==> src/rtl/simt_reconverge_pkg.sv <==
package simt_reconverge_pkg;

  // Strobes from the clause controller to the pointer datapath
  typedef struct packed {
    logic advance;   // fast path: scalar pointer steps on by one clause
    logic resolve;   // full per-lane resolution
  } clause_ctl_t;

endpackage

==> src/rtl/srcu_clause_ctrl.sv <==
module srcu_clause_ctrl
  import simt_reconverge_pkg::*;
(
  input  logic        clk,
  input  logic        rstN,
  input  logic        clauseDone,
  input  logic        backToBack,
  output clause_ctl_t ctl
);

  always_comb begin
    ctl = '0;
    if (rstN && clauseDone) begin
      if (backToBack) ctl.advance = 1'b1;
      else            ctl.resolve = 1'b1;
    end
  end

  // exactly one path per finished clause, none otherwise
  one_path_chk: assert property (@(posedge clk) disable iff (!rstN)
    $onehot0({ctl.advance, ctl.resolve}));


  idle_no_strobe_chk: assert property (@(posedge clk) disable iff (!rstN)
    !clauseDone |-> !(ctl.advance || ctl.resolve));

endmodule

==> src/rtl/srcu_min_tree.sv <==
module srcu_min_tree #(
  parameter int LANES = 4,
  parameter int PC_W  = 16
) (
  input  logic [PC_W-1:0] leafPc [LANES],
  output logic [PC_W-1:0] minPc
);

  localparam int NODES = 2 * LANES - 1;
  localparam int FIRST_LEAF = LANES - 1;

  logic [PC_W-1:0] node [NODES];

  for (genvar i = 0; i < LANES; i++) begin : g_leaf
    assign node[FIRST_LEAF + i] = leafPc[i];
  end

  for (genvar k = 0; k < FIRST_LEAF; k++) begin : g_cmp
    assign node[k] = (node[2*k+2] < node[2*k+1]) ? node[2*k+2] : node[2*k+1];
  end

  assign minPc = node[0];

endmodule

==> src/rtl/srcu_pc_datapath.sv <==
module srcu_pc_datapath
  import simt_reconverge_pkg::*;
#(
  parameter int              LANES       = 4,
  parameter int              PC_W        = 16,
  parameter logic [PC_W-1:0] RESET_PC    = '0,
  parameter int              CLAUSE_STEP = 1
) (
  input  logic              clk,
  input  logic              rstN,
  input  clause_ctl_t       ctl,
  input  logic [LANES-1:0]  takenMask,
  input  logic [PC_W-1:0]   target,
  output logic [PC_W-1:0]   scalarPc,
  output logic [LANES-1:0]  execMask,
  output logic [LANES*PC_W-1:0] lanePc
);

  localparam logic [PC_W-1:0] STEP = PC_W'(CLAUSE_STEP);

  logic [PC_W-1:0]  storedPc [LANES];
  logic [PC_W-1:0]  nextPc   [LANES];
  logic [PC_W-1:0]  seqPc;
  logic [PC_W-1:0]  minPc;
  logic [LANES-1:0] nextMask;

  assign seqPc = scalarPc + STEP;

  for (genvar i = 0; i < LANES; i++) begin : g_lane
    always_comb begin
      if (execMask[i]) nextPc[i] = takenMask[i] ? target : seqPc;
      else             nextPc[i] = storedPc[i];
    end

    assign nextMask[i] = (nextPc[i] == minPc);

    always_ff @(posedge clk) begin
      if (!rstN)            storedPc[i] <= RESET_PC;
      else if (ctl.resolve) storedPc[i] <= nextPc[i];
    end

    // running lanes show the live scalar pointer, parked lanes their rejoin point
    assign lanePc[i*PC_W +: PC_W] = execMask[i] ? scalarPc : storedPc[i];

    // a parked lane always waits above the scalar pointer
    parked_above_chk: assert property (@(posedge clk) disable iff (!rstN)
      !execMask[i] |-> (storedPc[i] > scalarPc));

    // a parked lane keeps its pointer through a resolution
    parked_hold_chk: assert property (@(posedge clk) disable iff (!rstN)
      (ctl.resolve && !execMask[i]) |=> (storedPc[i] == $past(storedPc[i])));
  end

  srcu_min_tree #(.LANES(LANES), .PC_W(PC_W)) u_min (
    .leafPc (nextPc),
    .minPc  (minPc)
  );

  always_ff @(posedge clk) begin
    if (!rstN) begin
      scalarPc <= RESET_PC;
      execMask <= '1;
    end else if (ctl.resolve) begin
      scalarPc <= minPc;
      execMask <= nextMask;
    end else if (ctl.advance) begin
      scalarPc <= seqPc;
    end
  end


  mask_nonempty_chk: assert property (@(posedge clk) disable iff (!rstN)
    execMask != '0);


  fast_step_chk: assert property (@(posedge clk) disable iff (!rstN)
    ctl.advance |=> (scalarPc == PC_W'($past(scalarPc) + STEP)) && $stable(execMask));


  idle_hold_chk: assert property (@(posedge clk) disable iff (!rstN)
    !(ctl.advance || ctl.resolve) |=> $stable(scalarPc) && $stable(execMask));

endmodule

==> src/rtl/simt_reconverge_unit.sv <==
module simt_reconverge_unit
  import simt_reconverge_pkg::*;
#(
  parameter int              LANES       = 4,
  parameter int              PC_W        = 16,
  parameter logic [PC_W-1:0] RESET_PC    = 16'h0100,
  parameter int              CLAUSE_STEP = 1
) (
  input  logic                  clk,
  input  logic                  rstN,
  input  logic                  clauseDone,
  input  logic                  backToBack,
  input  logic [LANES-1:0]      takenMask,
  input  logic [PC_W-1:0]       target,
  output logic [PC_W-1:0]       scalarPc,
  output logic [LANES-1:0]      execMask,
  output logic [LANES*PC_W-1:0] lanePc
);

  clause_ctl_t ctl;

  srcu_clause_ctrl u_ctrl (
    .clk        (clk),
    .rstN       (rstN),
    .clauseDone (clauseDone),
    .backToBack (backToBack),
    .ctl        (ctl)
  );

  srcu_pc_datapath #(
    .LANES       (LANES),
    .PC_W        (PC_W),
    .RESET_PC    (RESET_PC),
    .CLAUSE_STEP (CLAUSE_STEP)
  ) u_dp (
    .clk       (clk),
    .rstN      (rstN),
    .ctl       (ctl),
    .takenMask (takenMask),
    .target    (target),
    .scalarPc  (scalarPc),
    .execMask  (execMask),
    .lanePc    (lanePc)
  );

endmodule

==> config.mk <==
export PLATFORM = sky130hd
export DESIGN_NAME = simt_reconverge_unit
export DESIGN_NICKNAME = d
export VERILOG_FILES = /design/src/rtl/simt_reconverge_pkg.sv /design/src/rtl/srcu_clause_ctrl.sv /design/src/rtl/srcu_min_tree.sv /design/src/rtl/srcu_pc_datapath.sv /design/src/rtl/simt_reconverge_unit.sv
export SDC_FILE = /design/constraint.sdc
export NUM_CORES = 1
export LEC_CHECK = 0
export BUFFER_PORTS_ARGS = -buffer_cell sky130_fd_sc_hd__buf_2
export CAP_MARGIN = 15
export CORE_MARGIN = 1.5
export CORE_UTILIZATION = 54
export DETAILED_ROUTE_END_ITERATION = 8
export GPL_ROUTABILITY_DRIVEN = 0
export GPL_TIMING_DRIVEN = 1
export PLACE_DENSITY = 0.81
export SETUP_SLACK_MARGIN = 0.2
export SYNTH_ARGS = -nofsm -noshare
export SYNTH_HDL_FRONTEND = slang
export SYNTH_SLANG_ARGS = --single-unit
==> constraint.sdc <==
create_clock -name clk -period 7.6 [get_ports clk]
set_input_delay 1.52 -clock clk [delete_from_list [all_inputs] [get_ports clk]]
set_output_delay 1.52 -clock clk [all_outputs]
set_load 0.03 [all_outputs]
### After elaboration in Yosys (flattened, before gate mapping)

Memories as Yosys holds them, arrays and structs flattened.
Cells that the tools add are included.

* bits in registers: 20
* memory bits (writable): 64
* input port bits: 24
* output and inout port bits: 84
* logic and storage cells: 45
* memories kept: 1

* $add $sub $neg: 1
* order comparisons: 3
* eq/ne operators: 4
* mux-type cells: 28
* bitwise logic cells: 4
* reduce and logical (&&, ||, !) cells: 2

Memory list
* u_dp.storedPc: words 4, width 16, rd ports 4, clocked after Yosys merged registers in 0, wr ports 4, line srcu_pc_datapath.sv:21 `logic [PC_W-1:0] storedPc [LANES];`

Operator list (number)
* 16-bit two-way mux: 21
* 16-bit equality test: 4
* 16-bit less-than comparator: 3
* 16-bit by 1-bit adder with 16-bit output, second input constant: 1
* 1-bit two-way mux: 6
* 1-bit OR: 4
* 2-bit two-way mux: 1
* 2-bit nonzero test: 1
* 1-bit logical AND: 1

### Depth between registers and ports, before layout

Gate-level depths: netlist of run 1.

* depth after elaboration: 8
* gate-level depth with buffers: 38
* gate-level depth less buffers: 34

### Cells and area by module

A second synthesis of run 1 with hierarchy kept.

* cell total of the unflattened synthesis: 1108
* area, all modules: 8792.2 um2

Modules (own cells, without submodules)
* srcu_pc_datapath: instances 1, cells an instance 892, area each 7016.7 um2, sequential area each 2322.2 um2
* srcu_min_tree: instances 1, cells an instance 214, area each 1759.2 um2, sequential area each 0.0 um2
* srcu_clause_ctrl: instances 1, cells an instance 2, area each 16.3 um2, sequential area each 0.0 um2

### Least setup slack after synthesis of run 1

OpenSTA, ideal clock, no wires.

* path kind: input -> register
* from: input port takenMask[2]
* to: register u_dp.execMask[3]
* library setup time: 0.060 ns
* arrival time: 7.268 ns
* required time: 7.540 ns
* setup slack: 0.271 ns
* cell stages on the path: 31
* path buffers: 6
* cell sequence: clkbuf_1 clkbuf_1 o21ai_0 a21boi_0 ha_1 nand2_1 o21ai_0 o21ai_0 a221oi_1 nand4_1 nand3b_1 buf_2 clkbuf_1 nor2_1 a21oi_1 ha_1 a21o_1 a21oi_1 nor2b_1 o21ai_0 a21oi_1 a211oi_1 and2_1 o21a_1 a31oi_4 buf_8 buf_6 o31ai_1 nand3_1 a2111oi_2 a32o_1

* longest elaborated chain between the ends: 7

RTL lines
* from (decl): line simt_reconverge_unit.sv:13 `input logic [LANES-1:0] takenMask,`
* 16-bit two-way mux (*) (2 in series): line srcu_pc_datapath.sv:31 `if (execMask[i]) nextPc[i] = takenMask[i] ? target : seqPc;`
* 16-bit less-than comparator: line srcu_min_tree.sv:19 `assign node[k] = (node[2*k+2] < node[2*k+1]) ? node[2*k+2] : node[2*k+1];`
* 16-bit two-way mux (*): line srcu_min_tree.sv:19
* 16-bit less-than comparator: line srcu_min_tree.sv:19
* 16-bit two-way mux (*): line srcu_min_tree.sv:19
* 16-bit equality test (*): line srcu_pc_datapath.sv:35 `assign nextMask[i] = (nextPc[i] == minPc);`
* to (signal assigned): line srcu_pc_datapath.sv:65 `execMask <= nextMask;`
* to (decl): line srcu_pc_datapath.sv:15 `output logic [LANES-1:0] execMask,`

Mark *: on every way between the ends. The rest lies on a longest branch, timed or not.
A chain may end at the register's enable or synchronous reset.

==> results of run 1 <==
cell type report:
type                            count  area share
Inverter                           46     0.01709
Clock inverter                      3    0.006811
Sequential cell                    84      0.2300
Clock buffer                       13     0.03108
Multi-Input combinational cell    861      0.5699
Tap cell                          188     0.02328
Timing Repair Buffer              196      0.1219
through the flow:
step,power [mW],instance area [µm²],utilization,TNS (ns)
finish,3.604,10100,0.6646,0
floorplan,2.201,8422,-,0
CTS,3.446,9950,0.6545,0
detailed placement,2.854,9552,0.6283,-0.2387
global placement,2.828,9552,0.6283,0
global route,3.769,10100,0.6646,0
critical path: cells and delay by family, from the launching register on:
kind | cells | cell delay [ns]
buf+inv | 4 | 0.70
flops | 1 | 0.49
mux | 3 | 1.05
fa+ha+maj | 2 | 0.68
xor+xnor | 2 | 0.35
simple gates | 8 | 1.64
compound gates | 10 | 2.25
layer usage:
| metal | wire length, µm | part of all wire | global-route usage | vias to the layer above |
|---|---|---|---|---|
| met5 | 0 | 0 | 0 | - |
| met4 | 1783 | 0.062 | 0.2022 | 0 |
| met3 | 3183 | 0.11 | 0.07805 | 128 |
| met2 | 12770 | 0.44 | 0.5462 | 625 |
| met1 | 10980 | 0.38 | 0.4413 | 4060 |
| li1 | - | - | - | 3997 |
layout by cell type, fill, tap and decap left out, types with 8 or more instances in the layout:
cell / synthesis / final
nor2b_1: 9 / 8
o211ai_1: 9 / 9
ha_1: 40 / 39
nand3_1: 21 / 19
mux2i_1: 55 / 53
nor4_1: 10 / 8
a21oi_1: 31 / 30
buf_2: 9 / 104
nor2_1: 95 / 94
and2_1: 21 / 21
inv_1: 45 / 44
nand2b_1: 28 / 28
nand4_1: 14 / 14
nand2_1: 192 / 190
edfxtp_1: 64 / 64
o21ai_1: 6 / 9
buf_4: 1 / 86
xnor2_1: 50 / 49
a21o_1: 18 / 18
mux2_2: 41 / 41
o21ai_0: 87 / 84
xor2_1: 22 / 22
dfxtp_1: 20 / 19
clkbuf_16: 0 / 12
o22ai_1: 8 / 8
report_power, final:
part / total (mW) / leakage, nW / internal (mW) / switching (mW)
Clock: 0.565 / 0.187 / 0.358 / 0.207
Sequential: 0.587 / 0.823 / 0.537 / 0.0506
Combinational: 2.45 / 3.74 / 1.01 / 1.44
flip-flops by register name, summed over array words and instances, names as in the netlist:
name,flops
u_dp.execMask,4
u_dp.scalarPc,16
u_dp.storedPc,64
repair_timing:
item / 4_1_cts / 5_1_grt
endpoints found under the hold margin: 0 / 0
gates cloned: 0 / 0
pin swaps: 0 / 2
resized for setup: 0 / 30
endpoints found under the setup margin: 3 / 19
buffers inserted: 2 / 5
worst paths after layout:
kind                                            from                                  to  slack, ns
setup / recovery       u_dp.scalarPc[6]$_SDFFE_PN0P_       u_dp.execMask[2]$_SDFFE_PN1P_       0.38
setup reg to reg       u_dp.scalarPc[6]$_SDFFE_PN0P_       u_dp.execMask[2]$_SDFFE_PN1P_       0.38
hold / removal    u_dp.storedPc[1][11]$_SDFFCE_PN0P_  u_dp.storedPc[1][11]$_SDFFCE_PN0P_       0.65
hold reg to reg   u_dp.storedPc[1][11]$_SDFFCE_PN0P_  u_dp.storedPc[1][11]$_SDFFCE_PN0P_       0.65
cell families after synthesis:
kind of cell | Yosys count | share of synthesized area
AO/OA/AOI/OAI | 224 | 0.1726
XOR/XNOR | 72 | 0.07488
adder cells (fa/ha/maj) | 40 | 0.05943
buffers and inverters | 111 | 0.05348
flip-flops | 84 | 0.2757
multiplexers | 106 | 0.1388
AND/OR/NAND/NOR | 419 | 0.2251
==> summary.txt, run 1 <==
Floorplanning
  – Area enclosed by the die boundary: approximately 16000 µm²
  – Horiz. Die Dim: 127.9 µm
  – Initial standard-cell utilization of the core: 0.5540
  – Row count: 45
  – Core Box Area: 15200 µm²
  – Number of ports placed on the die boundary: around 110
  – Vertical die dimension: 127.9 µm

Critical path
  – Type of the worst setup path: flip-flop to flip-flop
  – Startpoint Class: flip-flop
  – Largest stage delay on the critical path: 0.49 ns
  – CP dominant cell by count: buf_4
  – Maximum fanout encountered on the critical timing path: 8
  – Worst EP required: around 7.9 ns
  – Cell depth of the worst flop-to-flop path: 29
  – Cell type of the slowest stage on the worst timing path: dfxtp_1
  – Endpoint type of the worst setup path: flip-flop
  – Arrival time at the worst endpoint: 7.51 ns

Synthesis
  – Synthesized net count: approximately 1100
  – Most used DFF post-synth: edfxtp_1
  – Biggest area contributors in the synthesized netlist: edfxtp_1 (23%), nand2_1 (8.6%), mux2i_1 (6.5%), ha_1 (5.9%), mux2_2 (5.5%)
  – Share of flip-flops with an asynchronous set or reset: 0
  – Ys Warns: 0
  – Average instance area after synthesis: between 7 and 8 µm²
  – Share of the yosys chip area belonging to registers: 0.2757
  – Most common cell in the netlist: nand2_1
  – Synth unique cells: 71
  – Area of the mapped netlist: roughly 8400 µm²
  – Synth top area share: 0.2282
  – Number of flip-flops and latches in the synthesized netlist: 84
  – Cell type with the highest aggregate area in the netlist: edfxtp_1
  – List of most frequent post-synthesis cells: nand2_1 (192), nor2_1 (95), o21ai_0 (87), edfxtp_1 (64), mux2i_1 (55)
  – Number of flops mapped to enable cells by yosys: 64
  – Gate Count Post-Synth: 1056

STA
  – Final Skew: 0.008770 ns
  – Max Transition Viols Final: 0
  – Share of the clock period used by the worst path: 0.9502
  – Max-Slew Margin vs Limit: 0.4374
  – Final worst setup slack: 0.3785 ns
  – Post-layout min period: 7.221 ns
  – Final hold violation count: 0
  – Max Clock Freq: 138.5 MHz
  – Unrepaired setup endpoints after global routing: false
  – Setup-violating endpoint count in the final report: 0
  – Worst hold slack: 0.6545 ns
  – Slew at the pin closest to its max-slew limit: between 0.8 and 0.9 ns

Detailed routing
  – Detailed-router iteration count before antenna repair: 9
  – Drt first-iter violations: 1001
  – Sum of routed wire length over all layers: 28720 µm
  – Wirelength per Cell: between 20 and 25 µm
  – # DRC: 0
  – Overall via count from detail_route: 8810
  – DR vias/cell: 6.334
  – Number of routed nets with antenna violations: 0

Global route
  – Vias in the first global route: approximately 8200
  – Largest net degree at the start of global routing: 62
  – GRT Overall Usage: 0.3480
  – First-pass GRT wire length: 43580 µm
  – Total congestion overflow: 0
  – Antenna violations before repair: 0

Placement
  – Placed Cells incl. Taps: 1368
  – Worst slack at placement: -0.1079 ns
  – # port buffers: 107
  – HPWL reported at the end of detailed placement: 21490 µm

Finish
  – Area growth, synth to finish: 19.97%
  – Number of nets in the layout: 1262
  – N_diodes: 0
  – Share of post-route cells with drive strength above 1: 0.2560
  – Sequential cell area: 2323 µm²
  – Count of fill cells added during filler insertion: between 1000 and 1500
  – Non-filler instance count after layout: about 1400
  – Multi-input combinational cell area: between 5000 and 6000 µm²

Clock tree
  – Maximum buffer depth of the clock tree: 2
  – Root cell of the clock tree: clkbuf_16
  – Hold-fix buffers, CTS: 0
  – Htree depth: 3
  – TritonCTS Sinks: 84
  – Clk_lat worst skew: about 0.36 ns
  – CTS tree: built
  – Number of buffers created by CTS: 9
  – Clock slew at reported path FFs: 0.07 ns

Run status
  – Run status: complete, no violations

Power
  – Power density over the cells: between 300 and 400 nW/µm²
  – Worst-case vdd ir drop: approximately 240 µV
  – Static power due to leakage: 4.749 nW

Hold path
  – Hold WC Path Type: flip-flop to flip-flop
  – Instance count along the most critical hold path: 2

Flow run
  – Max-Cap Viols: 0
(Power assumes the default switching activity.)
==> run 2, diff against run 1 <==
Settings changed: HOLD_SLACK_MARGIN set to 0.15, PLACE_DENSITY 0.81 to 0.83.
==> summary.txt, run 2 (same netlist as run 1, synthesis figures left out) <==
Run status
  – Run status: complete, no violations

STA
  – Max Transition Viols Final: 0
  – Post-layout min period: 7.174 ns
  – Slew at the pin closest to its max-slew limit: 0.8293 ns
  – Max Clock Freq: roughly 140 MHz
  – Final Skew: 0.01230 ns
  – Share of the clock period used by the worst path: 0.9439
  – Final hold violation count: 0
  – Setup-violating endpoint count in the final report: 0
  – Max-Slew Margin vs Limit: 0.4446
  – Post-Route Setup TNS: 0 ns
  – Unrepaired setup endpoints after global routing: true

Power
  – Logic pwr share: 0.702
  – Share of total power consumed by net switching: 0.4833
  – Internal power consumption: 1.818 mW
  – Worst-case vdd ir drop: 222.6 µV
  – Clk pwr share: 0.132
  – Static power due to leakage: 4.714 nW
  – Power density over the cells: 351.4 nW/µm²
  – Switching power: 1.700 mW
  – Seq pwr share: 0.166

Finish
  – Largest registers: u_dp.storedPc x64, u_dp.scalarPc x16, u_dp.execMask x4
  – Area of all placed cells without fillers: 10010 µm²
  – Share of post-route cells with drive strength above 1: 0.2543
  – N_diodes: 0
  – Reg with most FFs: u_dp.storedPc
  – Commonest non-fill, non-tap cell in the layout: nand2_1
  – Area growth, synth to finish: 18.87%
  – Number of nets in the layout: 1266
  – Flip-flop count of the largest register after layout: 64
  – Commonest non-fill, non-tap cells in the layout: nand2_1 (191), buf_2 (105), nor2_1 (93), buf_4 (93), o21ai_0 (84)

Detailed routing
  – Wirelength per Cell: roughly 20 µm
  – Detailed-router iteration count before antenna repair: 5
  – Overall via count from detail_route: 8756
  – Drt first-iter violations: ~1300
  – Sum of routed wire length over all layers: between 20000 and 30000 µm
  – DR vias/cell: 6.277
  – # DRC: 0
  – Number of routed nets with antenna violations: 0

Critical path
  – CP dominant cell by count: buf_4
  – Cell depth of the worst flop-to-flop path: 31
  – Number of buffers and inverters on the critical path: 3
  – Arrival time at the worst endpoint: ~7.5 ns
  – Startpoint of the lowest-slack register-to-register path: u_dp.scalarPc[0]$_SDFFE_PN0P_
  – Endpoint type of the worst setup path: flip-flop
  – Largest stage delay on the critical path: 0.44 ns
  – Maximum fanout encountered on the critical timing path: 6
  – Cell type of the slowest stage on the worst timing path: nor4_1
  – Capture point of the worst path: u_dp.execMask[3]$_SDFFE_PN1P_
  – Type of the worst setup path: flip-flop to flip-flop
  – Worst setup startpoint: u_dp.scalarPc[0]$_SDFFE_PN0P_
  – Endpoint of the worst register-to-register path: u_dp.execMask[3]$_SDFFE_PN1P_
  – Startpoint Class: flip-flop
  – Worst EP required: 7.90 ns
  – Crit path depth: 31
  – Reg-to-reg setup timing slack: 0.43 ns
  – Top delay family on crit path: compound AO/OA/AOI/OAI gates

Placement
  – HPWL reported at the end of detailed placement: 21730 µm
  – # port buffers: 107
  – Placed inst area: 9589 µm²

Hold path
  – Hold WC Path Type: flip-flop to flip-flop
  – Instance count along the most critical hold path: 2

Floorplanning
  – Area enclosed by the die boundary: between 15000 and 20000 µm²
  – Number of ports placed on the die boundary: 108
  – Vertical die dimension: 127.9 µm
  – Core Box Area: 15200 µm²
  – Initial standard-cell utilization of the core: 0.5540
  – Horiz. Die Dim: between 100 and 150 µm
  – Row count: 45

Global route
  – First-pass GRT wire length: 44020 µm
  – Antenna violations before repair: 0
  – Largest net degree at the start of global routing: 62
  – Vias in the first global route: 8167
  – GRT Overall Usage: 0.3494
  – Total congestion overflow: 0

Clock tree
  – Htree depth: 3
  – Clk_lat worst skew: 0.36 ns
  – Number of buffers created by CTS: 9
  – Root cell of the clock tree: clkbuf_16
  – CTS tree: built
  – Clock slew at reported path FFs: approximately 0.07 ns
  – Maximum buffer depth of the clock tree: 2
  – TritonCTS Sinks: 84

Flow run
  – Max-Cap Viols: 0
## run 2: final cells by class
cell class | instances | area (µm²)
flip-flops and latches | 84 | 2323
multi-input cells | 861 | 5722
fillers | 1228 | 5191
well taps | 188 | 235.2
inverters | 46 | 172.7
clock inverters | 4 | 28.78
clock buffers | 12 | 277.8
repair buffers | 200 | 1251
## run 2: how the worst min path moves through the flow
stage / start / endpoint / slack (ns)
after floorplan: u_dp.storedPc[1][11]$_SDFFCE_PN0P_ / u_dp.storedPc[1][11]$_SDFFCE_PN0P_ / 0.60
after global placement: u_dp.storedPc[1][11]$_SDFFCE_PN0P_ / u_dp.storedPc[1][11]$_SDFFCE_PN0P_ / 0.62
after detailed placement: u_dp.storedPc[1][4]$_SDFFCE_PN0P_ / u_dp.storedPc[1][4]$_SDFFCE_PN0P_ / 0.63
after CTS: u_dp.storedPc[1][4]$_SDFFCE_PN0P_ / u_dp.storedPc[1][4]$_SDFFCE_PN0P_ / 0.64
after global routing: u_dp.storedPc[1][4]$_SDFFCE_PN0P_ / u_dp.storedPc[1][4]$_SDFFCE_PN0P_ / 0.66
final: u_dp.storedPc[1][4]$_SDFFCE_PN0P_ / u_dp.storedPc[1][4]$_SDFFCE_PN0P_ / 0.65
## run 2: power by group through the flow
stage	logic, mW	clock network [mW]	registers, mW
floorplan	1.60	0	0.606
global placement	2.23	0	0.591
detailed placement	2.27	0	0.592
CTS	2.33	0.464	0.582
global route	2.62	0.479	0.588
finish	2.47	0.465	0.584
## run 2: metrics by stage
stage            util  power (mW)  worst slack (ns)  std cells  hold WS, ns
6_report       0.6585       3.518            0.4261       1395       0.6461
5_1_grt        0.6585       3.689           0.06994       1395       0.6625
4_1_cts        0.6534       3.377            0.2512       1393       0.6449
3_5_place_dp   0.6308       2.865           -0.1293       1373       0.6316
3_3_place_gp   0.6308       2.824            0.1588       1373       0.6179
2_1_floorplan       -       2.201            0.2712       1056       0.5982
## run 2: worst reg2reg max path: cells and delay by family (launching register included)
kind	cells	cell delay, ns
buffers and inverters	3	0.58
adder cells (fa/ha/maj)	3	0.92
multiplexers	3	1.06
XOR/XNOR	2	0.35
AND/OR/NAND/NOR	8	1.68
flip-flops	1	0.35
AO/OA/AOI/OAI	12	2.21
## run 2: timing repair
action,CTS,global route
gates resized for setup,2,19
buffers inserted,4,2
setup endpoints to repair,4,18
hold buffers,0,0
pin swaps,1,5
hold endpoints to repair,0,0
## run 2: routing by layer
layer  up-vias  GRT usage  share of wire
met5         -          0              0
met4         0     0.2135          0.069
met2       641     0.5490           0.44
met1      4009     0.4574           0.38
met3       110    0.04758           0.11
li1       3996          -              -
